**src/rtl/isb_pkg.sv**
```systemverilog
`timescale 1ns/1ps
package isb_pkg;

  localparam int unsigned NUM_CLS = 4;

  typedef enum logic [1:0] {
    CLS_INT = 2'd0,
    CLS_ADD = 2'd1,
    CLS_MUL = 2'd2,
    CLS_DIV = 2'd3
  } fu_cls_e;

  // Latency of the selected class.
  function automatic int unsigned pick_lat(input logic [1:0] cls,
                                           input int unsigned l_int,
                                           input int unsigned l_add,
                                           input int unsigned l_mul,
                                           input int unsigned l_div);
    case (fu_cls_e'(cls))
      CLS_INT: return l_int;
      CLS_ADD: return l_add;
      CLS_MUL: return l_mul;
      default: return l_div;
    endcase
  endfunction

  function automatic int unsigned max4(input int unsigned a, input int unsigned b,
                                       input int unsigned c, input int unsigned d);
    int unsigned m;
    m = a;
    if (b > m) m = b;
    if (c > m) m = c;
    if (d > m) m = d;
    return m;
  endfunction

endpackage

```
**src/rtl/isb_pending.sv**
```systemverilog
`timescale 1ns/1ps
module isb_pending #(
  parameter int unsigned NUM_REGS = 32,
  localparam int unsigned REG_W = $clog2(NUM_REGS)
) (
  input  logic                clk,
  input  logic                rst_n,
  input  logic                set_en,
  input  logic [REG_W-1:0]    set_idx,
  input  logic                clr_en,
  input  logic [REG_W-1:0]    clr_idx,
  output logic [NUM_REGS-1:0] pend
);

  for (genvar r = 0; r < NUM_REGS; r++) begin : g_reg
    if (r == 0) begin : g_zero
      assign pend[r] = 1'b0;
    end else begin : g_bit
      logic hit_set, hit_clr, q;
      assign hit_set = set_en && (set_idx == REG_W'(r));
      assign hit_clr = clr_en && (clr_idx == REG_W'(r));
      always_ff @(posedge clk) begin
        if (!rst_n)       q <= 1'b0;
        else if (hit_set) q <= 1'b1;  // new writer wins over retiring one
        else if (hit_clr) q <= 1'b0;
      end
      assign pend[r] = q;
    end
  end

endmodule

```
**src/rtl/isb_wbslots.sv**
```systemverilog
`timescale 1ns/1ps
module isb_wbslots #(
  parameter int unsigned DEPTH = 6,
  localparam int unsigned LAT_W = $clog2(DEPTH + 1)
) (
  input  logic             clk,
  input  logic             rst_n,
  input  logic             claim,
  input  logic [LAT_W-1:0] claim_lat,
  output logic [DEPTH-1:0] slots
);

  logic [DEPTH-1:0] claim_vec, slots_q;

  always_comb begin
    claim_vec = '0;
    for (int i = 0; i < int'(DEPTH); i++)
      claim_vec[i] = claim && (claim_lat == LAT_W'(i + 1));
  end

  always_ff @(posedge clk) begin
    if (!rst_n) slots_q <= '0;
    else        slots_q <= (slots_q | claim_vec) >> 1;
  end

  assign slots = slots_q;

endmodule

```
**src/rtl/isb_hazard.sv**
```systemverilog
`timescale 1ns/1ps
module isb_hazard #(
  parameter int unsigned NUM_REGS = 32,
  parameter int unsigned LAT_INT  = 1,
  parameter int unsigned LAT_ADD  = 2,
  parameter int unsigned LAT_MUL  = 4,
  parameter int unsigned LAT_DIV  = 6,
  localparam int unsigned REG_W   = $clog2(NUM_REGS),
  localparam int unsigned DEPTH   = isb_pkg::max4(LAT_INT, LAT_ADD, LAT_MUL, LAT_DIV),
  localparam int unsigned LAT_W   = $clog2(DEPTH + 1)
) (
  input  logic                         valid,
  input  logic [1:0]                   cls,
  input  logic [REG_W-1:0]             dst,
  input  logic [REG_W-1:0]             src1,
  input  logic [REG_W-1:0]             src2,
  input  logic [isb_pkg::NUM_CLS-1:0]  fu_busy,
  input  logic [NUM_REGS-1:0]          pend,
  input  logic [DEPTH-1:0]             slots,
  output logic [LAT_W-1:0]             lat,
  output logic                         st_busy,
  output logic                         st_raw,
  output logic                         st_waw,
  output logic                         st_port,
  output logic                         go
);

  logic slot_hit;

  always_comb begin
    lat = LAT_W'(isb_pkg::pick_lat(cls, LAT_INT, LAT_ADD, LAT_MUL, LAT_DIV));
    slot_hit = 1'b0;
    for (int i = 0; i < int'(DEPTH); i++)
      if (lat == LAT_W'(i + 1)) slot_hit = slots[i];
  end

  assign st_busy = valid && fu_busy[cls];
  assign st_raw  = valid && (pend[src1] || pend[src2]);
  assign st_waw  = valid && pend[dst];
  assign st_port = valid && slot_hit;
  assign go      = valid && !(st_busy || st_raw || st_waw || st_port);

endmodule

```
**src/rtl/issue_scoreboard.sv**
```systemverilog
`timescale 1ns/1ps
module issue_scoreboard #(
  parameter int unsigned NUM_REGS = 32,
  parameter int unsigned LAT_INT  = 1,
  parameter int unsigned LAT_ADD  = 2,
  parameter int unsigned LAT_MUL  = 4,
  parameter int unsigned LAT_DIV  = 6,
  localparam int unsigned REG_W   = $clog2(NUM_REGS),
  localparam int unsigned DEPTH   = isb_pkg::max4(LAT_INT, LAT_ADD, LAT_MUL, LAT_DIV),
  localparam int unsigned NCLS    = isb_pkg::NUM_CLS
) (
  input  logic                clk,
  input  logic                rst_n,
  input  logic                in_valid,
  input  logic [1:0]          in_cls,
  input  logic [REG_W-1:0]    in_dst,
  input  logic [REG_W-1:0]    in_src1,
  input  logic [REG_W-1:0]    in_src2,
  input  logic [NCLS-1:0]     fu_busy,
  input  logic                wb_valid,
  input  logic [REG_W-1:0]    wb_reg,
  output logic                issue_o,
  output logic                stall_busy_o,
  output logic                stall_raw_o,
  output logic                stall_waw_o,
  output logic                stall_wbport_o,
  output logic [NUM_REGS-1:0] pend_o,
  output logic [DEPTH-1:0]    wb_slots_o
);

  localparam int unsigned LAT_W = $clog2(DEPTH + 1);

  logic [NUM_REGS-1:0] pend;
  logic [DEPTH-1:0]    slots;
  logic [LAT_W-1:0]    op_lat;
  logic                go, mark_dst;

  isb_hazard #(
    .NUM_REGS(NUM_REGS), .LAT_INT(LAT_INT), .LAT_ADD(LAT_ADD),
    .LAT_MUL(LAT_MUL), .LAT_DIV(LAT_DIV)
  ) u_haz (
    .valid(in_valid), .cls(in_cls), .dst(in_dst), .src1(in_src1), .src2(in_src2),
    .fu_busy(fu_busy), .pend(pend), .slots(slots), .lat(op_lat),
    .st_busy(stall_busy_o), .st_raw(stall_raw_o), .st_waw(stall_waw_o),
    .st_port(stall_wbport_o), .go(go)
  );

  assign mark_dst = go && (in_dst != '0);

  isb_pending #(.NUM_REGS(NUM_REGS)) u_pend (
    .clk(clk), .rst_n(rst_n),
    .set_en(mark_dst), .set_idx(in_dst),
    .clr_en(wb_valid), .clr_idx(wb_reg),
    .pend(pend)
  );

  isb_wbslots #(.DEPTH(DEPTH)) u_slots (
    .clk(clk), .rst_n(rst_n), .claim(go), .claim_lat(op_lat), .slots(slots)
  );

  assign issue_o    = go;
  assign pend_o     = pend;
  assign wb_slots_o = slots;

endmodule

```
**config.mk**
```make
export PLATFORM = sky130hd
export DESIGN_NAME = issue_scoreboard
export DESIGN_NICKNAME = d
export VERILOG_FILES = /design/src/rtl/isb_pkg.sv /design/src/rtl/isb_pending.sv /design/src/rtl/isb_wbslots.sv /design/src/rtl/isb_hazard.sv /design/src/rtl/issue_scoreboard.sv
export SDC_FILE = /design/constraint.sdc
export NUM_CORES = 1
export LEC_CHECK = 0
export BUFFER_PORTS_ARGS = -buffer_cell sky130_fd_sc_hd__buf_2
export CAP_MARGIN = 0
export CELL_PAD_IN_SITES_DETAIL_PLACEMENT = 0
export CELL_PAD_IN_SITES_GLOBAL_PLACEMENT = 2
export CORE_MARGIN = 2
export CORE_UTILIZATION = 36
export DETAILED_ROUTE_END_ITERATION = 8
export PLACE_DENSITY_LB_ADDON = 0.25
export SETUP_SLACK_MARGIN = 0.2
export SYNTH_ARGS = -nofsm -noshare
export SYNTH_HDL_FRONTEND = slang
export SYNTH_HIERARCHICAL = 1
export SYNTH_SLANG_ARGS = --single-unit
```
**constraint.sdc**
```tcl
create_clock -name clk -period 6.2 [get_ports clk]
set_clock_uncertainty 0.2 [all_clocks]
set_input_delay 1.55 -clock clk [delete_from_list [all_inputs] [get_ports clk]]
set_output_delay 1.55 -clock clk [all_outputs]
set_load 0.005 [all_outputs]
```
==> results by group, run 1 <==
Placement
  – I/O Buffers: 70
  – DP Area: 0.00296 mm²
  – GPL Wtd Cong: 0.936
  – DPL Wire Length: 6.58 mm

Detailed routing
  – Vias: 2455
  – DRT iter0 DRCs: 167
  – DRC: 0
  – Routed Antenna Nets: 0
  – Drt first pass iters: 4
  – WL per Instance: 21.2 µm
  – Routed WL: 8.63 mm
  – Post-DR vias/cell: 6.03

CTS
  – Resized Gates After CTS: 0
  – Post-CTS setup buffers: 0
  – CTS H-tree lvls: 2
  – CTS clk-pin slew, worst paths: 0.07 ns
  – Clock Latency Late Sink: 0.29 ns
  – Cts hold-fix bufs: 0
  – Clock sinks: 36
  – CTS Buf Count: 5
  – CTS tree: built
  – Root Buffer: clkbuf_8
  – Clock Tree Buf Depth: 2

Min path
  – Worst Hold Class: reg2reg
  – Hold path depth: 1

STA
  – Worst Max-Slew Pin Slew: 0.843 ns
  – Tmin final: 5.37 ns
  – Setup TNS: 0 ns
  – RSZ-0062 raised after global routing: false
  – Fmax: 186 MHz
  – Final Setup Violations: 0
  – Crit share post-route: 86.5%
  – Rel. slew slack: 43.8%
  – Hold Fails Final Rpt: 0
  – Slew Viols, Final: 0

Setup path
  – CP Max Fanout: 18
  – Crit-path cells: buf_2 -> mux4_2 -> mux2_2 -> o311a_1 -> and4b_1 -> buf_2
  – CP Class: in2out
  – CP endpoint kind: output pin
  – Critical Path AT: 3.62 ns
  – Worst Reg-to-Reg Cells: 9
  – Critical Path Stages: 6
  – Critical path launch point type: input port
  – Worst path most repeated cell: buf_2
  – Sum of buffers and inverters on the critical path: 2
  – Crit path required time: 4.45 ns
  – CP max-delay cell: mux4_2
  – Delay-heaviest family, CP: multiplexers
  – Critical Path Max Stage Delay: 0.55 ns

Power
  – Power share of the sequential group: 49.2%
  – Logic gate share of total power: 16.9%
  – NetSw: 137 µW
  – Pwr/cell area: 157 mW/mm²
  – Switching share of power: 28.7%
  – VDD IR max: 0.0644 mV
  – Clk network pwr share: 33.9%
  – Leak: 0.00127 µW
  – Int Power: 341 µW

Floorplan
  – Initial Util: 36.9%
  – Rows: 32
  – Die Width: 92.7 µm
  – Core Region: 0.00769 mm²
  – Die area: 0.00860 mm²
  – Die Y: 92.7 µm
  – # IOs: 73

Layout
  – Number of diodes: 0
  – Final instance area: 0.00305 mm²
  – Layout area overhead: 7.46%
  – Filler Cell Count: 807
  – Fin nets: 335
  – Multi-input gate area: 0.00174 mm²
  – Register area: 721 µm²
  – Layout cell share with drive strength beyond 1: 36.7%

Yosys
  – Yosys warns: 6
  – Post-synthesis async set-or-reset flop share: 0%
  – EDFF count, synth: 0
  – Synth top area cells: dfxtp_1 (25%), mux4_2 (10%), buf_4 (8.7%)
  – Seq/Total Area, Yosys: 25.4%
  – Yosys top cell by area: dfxtp_1
  – Ys flop type: dfxtp_1
  – #FFs+latches synth: 36
  – Netlist Area Pre-Place: 0.00283 mm²
  – Synthesized Nets: 307
  – Syn Inst Count: 277
  – Syn_area_per_cell: 10.2 µm²
  – Distinct cells, synth: 56
  – Post-synth top area share: 25.4%

Global routing
  – Grt total ovfl: 0
  – Initial antenna violation count: 0
  – Largest net degree at the start of global routing: 48
  – Total track usage: 20.0%
  – Vias in the first global route: 2282
  – First-pass GRT wire length: 13.1 mm

Status
  – Status: finished, final reports clean

Run
  – Max-cap viol count: 0
## state kept, by name, indices dropped and copies added, names as in the netlist
signal,count
u_pend/g.g_bit.q,31
u_slots/slots,5
## worst paths after layout
kind              slack [ns]                       to                     start
setup / recovery        0.83                  issue_o                 in_dst[0]
hold / removal          0.27         u_slots/slots[3]          u_slots/slots[4]
setup reg to reg        2.87  u_pend/g_reg[7].g_bit.q  u_pend/g_reg[24].g_bit.q
hold reg to reg         0.27         u_slots/slots[3]          u_slots/slots[4]
## synthesized netlist by cell type (2+ instances only)
| cell | instances |
|---|---|
| a21oi_1 | 3 |
| a31o_2 | 2 |
| o211ai_1 | 12 |
| mux4_4 | 2 |
| mux2_2 | 5 |
| conb_1 | 2 |
| nor2_1 | 10 |
| nand2b_1 | 3 |
| buf_6 | 3 |
| mux4_2 | 13 |
| and4b_2 | 2 |
| mux4_1 | 8 |
| nand3_2 | 2 |
| o21a_1 | 5 |
| a22oi_1 | 3 |
| nand4b_1 | 5 |
| and4bb_2 | 4 |
| o21ai_1 | 3 |
| nand3_1 | 4 |
| dfxtp_1 | 36 |
| a32o_1 | 13 |
| clkbuf_1 | 6 |
| nand3b_1 | 2 |
| nor3_1 | 2 |
| o21ai_0 | 14 |
| nand4_1 | 2 |
| buf_2 | 6 |
| buf_4 | 33 |
| inv_1 | 8 |
| o311ai_1 | 4 |
| nor2b_1 | 5 |
| a31oi_1 | 2 |
| and2b_1 | 2 |
| mux2i_1 | 7 |
| and2_1 | 3 |
| nand2_1 | 20 |
| and4bb_4 | 2 |
## cells by family (layout without fill, tap and decap cells)
logic type	after synthesis	count (layout)	synth area share [%]
buffers and inverters	57	85	13.3
DFF	36	36	25.4
and+or+nand+nor	78	78	18.7
other	2	2	0.265
muxes	35	35	24.0
AOI/OAI and AO/OA	69	69	18.3
## layout make-up
| cell class | count | share of cell area [%] |
|---|---|---|
| Sequential cell | 36 | 23.7 |
| Clock inverter | 2 | 0.411 |
| Timing Repair Buffer | 70 | 11.5 |
| Clock buffer | 5 | 2.26 |
| Inverter | 8 | 0.986 |
| Multi-Input combinational cell | 184 | 57.0 |
| Tap cell | 102 | 4.19 |
## placed cells by master, fill, tap and decap left out, types with 8 or more instances in the layout
master / Yosys / layout
a32o_1: 13 / 13
buf_2: 6 / 70
dfxtp_1: 36 / 36
inv_1: 8 / 8
mux4_1: 8 / 8
mux4_2: 13 / 13
nand2_1: 20 / 20
nor2_1: 10 / 10
o211ai_1: 12 / 12
o21ai_0: 14 / 14
## per-stage QoR
step / worst slack [ns] / hold slack (ns) / cells / utilization, % / power (µW)
floorplan: 1.25 / 0.249 / 277 / - / 292
global placement: 0.874 / 0.252 / 400 / 38.6 / 320
detailed placement: 0.839 / 0.258 / 400 / 38.6 / 320
CTS: 0.840 / 0.276 / 407 / 39.6 / 481
global route: 0.748 / 0.294 / 407 / 39.6 / 499
finish: 0.834 / 0.267 / 407 / 39.6 / 478
## power groups by stage
stage	logic [µW]	registers (µW)	clock network (µW)
floorplan	53.4	239	0
global placement	79.6	240	0
detailed placement	79.7	240	0
CTS	79.9	235	166
global route	87.4	235	176
finish	80.8	235	162
## routing by layer
metal	routed length [µm]	vias to the layer above	track usage (%)	share of wire, %
li1	-	1118	-	-
met5	0	-	0	0
met4	114	0	5.02	1.3
met2	3860	100	30.8	45
met3	580	10	2.77	6.7
met1	4070	1227	29.4	47
## worst reg2reg max path, stage by stage, from the launching register on
cell	delay, ns
dfxtp_1	0.39
mux4_1	0.51
mux2_2	0.29
and3_4	0.18
nor4_2	0.26
and4b_1	0.38
o21a_1	0.32
nor2b_1	0.34
and3_1	0.26
a32o_1	0.14
No activity file was read; power rests on OpenSTA's default activity.
==> run 2: changes to the inputs <==
--- a/config.mk
+++ b/config.mk
@@ -10,7 +10,7 @@
 export CELL_PAD_IN_SITES_DETAIL_PLACEMENT = 0
 export CELL_PAD_IN_SITES_GLOBAL_PLACEMENT = 2
 export CORE_MARGIN = 2
-export CORE_UTILIZATION = 36
+export CORE_UTILIZATION = 33
 export DETAILED_ROUTE_END_ITERATION = 8
 export PLACE_DENSITY_LB_ADDON = 0.25
 export SETUP_SLACK_MARGIN = 0.2
==> constraint.sdc (replaced) <==
create_clock -name clk -period 5.5 [get_ports clk]
set_clock_uncertainty 0.2 [all_clocks]
set_input_delay 1.375 -clock clk [delete_from_list [all_inputs] [get_ports clk]]
set_output_delay 1.375 -clock clk [all_outputs]
set_load 0.005 [all_outputs]
==> results by group, run 2 (synthesized netlist as in run 1, its figures left out) <==
Run
  – Max-cap viol count: 0 (unchanged)

Detailed routing
  – WL per Instance: 21.9 µm (was 21.2 µm)
  – Post-DR vias/cell: 6.02 (was 6.03)
  – DRT iter0 DRCs: 188 (was 167)
  – Routed Antenna Nets: 0 (unchanged)
  – DRC: 0 (unchanged)
  – Routed WL: 8.99 mm (was 8.63 mm)
  – Drt first pass iters: 5 (was 4)
  – Vias: 2467 (was 2455)

Setup path
  – CP Class: in2out (unchanged)
  – Crit path required time: 3.92 ns (was 4.45 ns)
  – R2R Setup Slk: 2.22 ns (was 2.87 ns)
  – Reg2reg end: u_pend/g_reg[3].g_bit.q (was u_pend/g_reg[7].g_bit.q)
  – Critical path launch point type: input port (unchanged)
  – Critical Path AT: 3.42 ns (was 3.62 ns)
  – CP endpoint kind: output pin (unchanged)
  – FF-to-FF Start: u_pend/g_reg[8].g_bit.q (was u_pend/g_reg[24].g_bit.q)
  – Worst Reg-to-Reg Cells: 9 (unchanged)
  – CP Max Fanout: 18 (unchanged)

Layout
  – Filler Cell Count: 870 (was 807)
  – Final core area utilization: 36.9% (was 39.6%)
  – Final instance area: 0.00305 mm² (unchanged)
  – Number of diodes: 0 (unchanged)
  – Multi-input gate area: 0.00174 mm² (unchanged)
  – Most flop-heavy register: u_pend/g.g_bit.q (unchanged)
  – Commonest non-fill, non-tap cell in the layout: buf_2 (unchanged)
  – Largest register FFs: 31 (unchanged)
  – Register area: 721 µm² (unchanged)
  – Fin nets: 335 (unchanged)
  – Commonest cells after routing, fill and taps aside: buf_2 (70), dfxtp_1 (36), nand2_1 (20) (unchanged)
  – Layout cell share with drive strength beyond 1: 36.4% (was 36.7%)
  – Layout area overhead: 7.46% (unchanged)

Global routing
  – Grt total ovfl: 0 (unchanged)
  – Initial antenna violation count: 0 (unchanged)
  – Met1 global-route usage: 28.3% (was 29.4%)
  – Total track usage: 19.5% (was 20.0%)
  – GR peak layer: met2 (unchanged)
  – Largest net degree at the start of global routing: 48 (unchanged)
  – Met2 Use GR: 30.6% (was 30.8%)
  – First-pass GRT wire length: 14.3 mm (was 13.1 mm)
  – Met3 GRT Util: 3.03% (was 2.77%)
  – Vias in the first global route: 2392 (was 2282)

CTS
  – CTS Buf Count: 5 (unchanged)
  – Clock Tree Buf Depth: 2 (unchanged)
  – Root Buffer: clkbuf_8 (unchanged)
  – Cts hold-fix bufs: 0 (unchanged)
  – CTS H-tree lvls: 2 (unchanged)
  – CTS clk-pin slew, worst paths: 0.07 ns (about the same)
  – Clock Latency Late Sink: 0.29 ns (about the same)
  – CTS tree: built (unchanged)
  – Resized Gates After CTS: 0 (unchanged)
  – Clock sinks: 36 (unchanged)
  – Post-CTS setup buffers: 0 (unchanged)

Placement
  – I/O Buffers: 70 (unchanged)
  – DP Worst Slack: 0.467 ns (was 0.839 ns)
  – DPL Wire Length: 6.90 mm (was 6.58 mm)
  – GPL Wtd Cong: 0.854 (was 0.936)
  – DP Area: 0.00297 mm² (was 0.00296 mm²)

Floorplan
  – Core Region: 0.00826 mm² (was 0.00769 mm²)
  – Initial Util: 34.3% (was 36.9%)
  – Die area: 0.00935 mm² (was 0.00860 mm²)
  – # IOs: 73 (unchanged)
  – Die Width: 96.7 µm (was 92.7 µm)
  – Rows: 33 (was 32)
  – Die Y: 96.7 µm (was 92.7 µm)

STA
  – Worst Slack Setup Final: 0.503 ns (was 0.834 ns)
  – Fmax: 200 MHz
  – Final Setup Violations: 0 (unchanged)
  – Tmin final: 5.00 ns
  – Hold Fails Final Rpt: 0 (unchanged)
  – Rel. slew slack: 47.0% (was 43.8%)
  – RSZ-0062 raised after global routing: false (unchanged)
  – Slew Viols, Final: 0 (unchanged)
  – Worst Max-Slew Pin Slew: 0.795 ns (was 0.843 ns)
  – Setup TNS: 0 ns (unchanged)
  – Crit share post-route: 90.9%

Min path
  – Hold path depth: 1 (unchanged)
  – Hold Startpoint: u_slots/slots[2] (was u_slots/slots[4])
  – Worst Hold Class: reg2reg (unchanged)
  – Hold Path Sink: u_slots/slots[1] (was u_slots/slots[3])

Power
  – Pwr/cell area: 176 mW/mm² (was 157 mW/mm²)
  – Leak: 0.00128 µW (was 0.00127 µW)
  – VDD IR max: 0.0864 mV (was 0.0644 mV)
  – Total Power: 537 µW (was 478 µW)

Status
  – Status: finished, final reports clean (unchanged)
==> run 2: worst max path at each step <==
stage	cells after the start	start	end
floorplan	5	in_src1[2]	issue_o
global placement	6	in_dst[0]	issue_o
detailed placement	6	in_dst[0]	issue_o
CTS	6	in_dst[0]	issue_o
global route	6	in_dst[0]	issue_o
finish	6	in_dst[0]	issue_o
==> run 2: where the power goes <==
| part | total [µW] | switching [µW] | internal [µW] | leakage, µW |
|---|---|---|---|---|
| registers | 265 | 2.59 | 262 | 0.000290 |
| clock network | 181 | 94.4 | 86.2 | 0.0000410 |
| logic | 91.8 | 55.7 | 36.0 | 0.000944 |
==> run 2: worst max-delay path: stages <==
cell and delay (ns):
buf_2 0.37, mux4_2 0.56, mux2_2 0.27, o311a_1 0.30, and4b_1 0.38, buf_2 0.16
==> run 2: area by class of cell <==
type                    count  share of cell area [%]
clock inverters             1                   0.164
multi-input cells         184                    57.0
inverters                   8                   0.986
flip-flops and latches     36                    23.7
well taps                 105                    4.31
repair buffers             70                    11.5
clock buffers               6                    2.38
==> run 2: metal layers <==
metal	part of all wire [%]	vias to the layer above	routed length [µm]
met5	0	-	0
met4	1.0	0	90
met3	5.6	5	501
li1	-	1121	-
met2	46	91	4140
met1	47	1250	4260
==> run 2: per-stage QoR <==
stage	cells	hold slack, ns
after floorplan	277	0.249
after global placement	403	0.253
after detailed placement	403	0.257
after CTS	410	0.274
after global routing	410	0.303
final	410	0.268
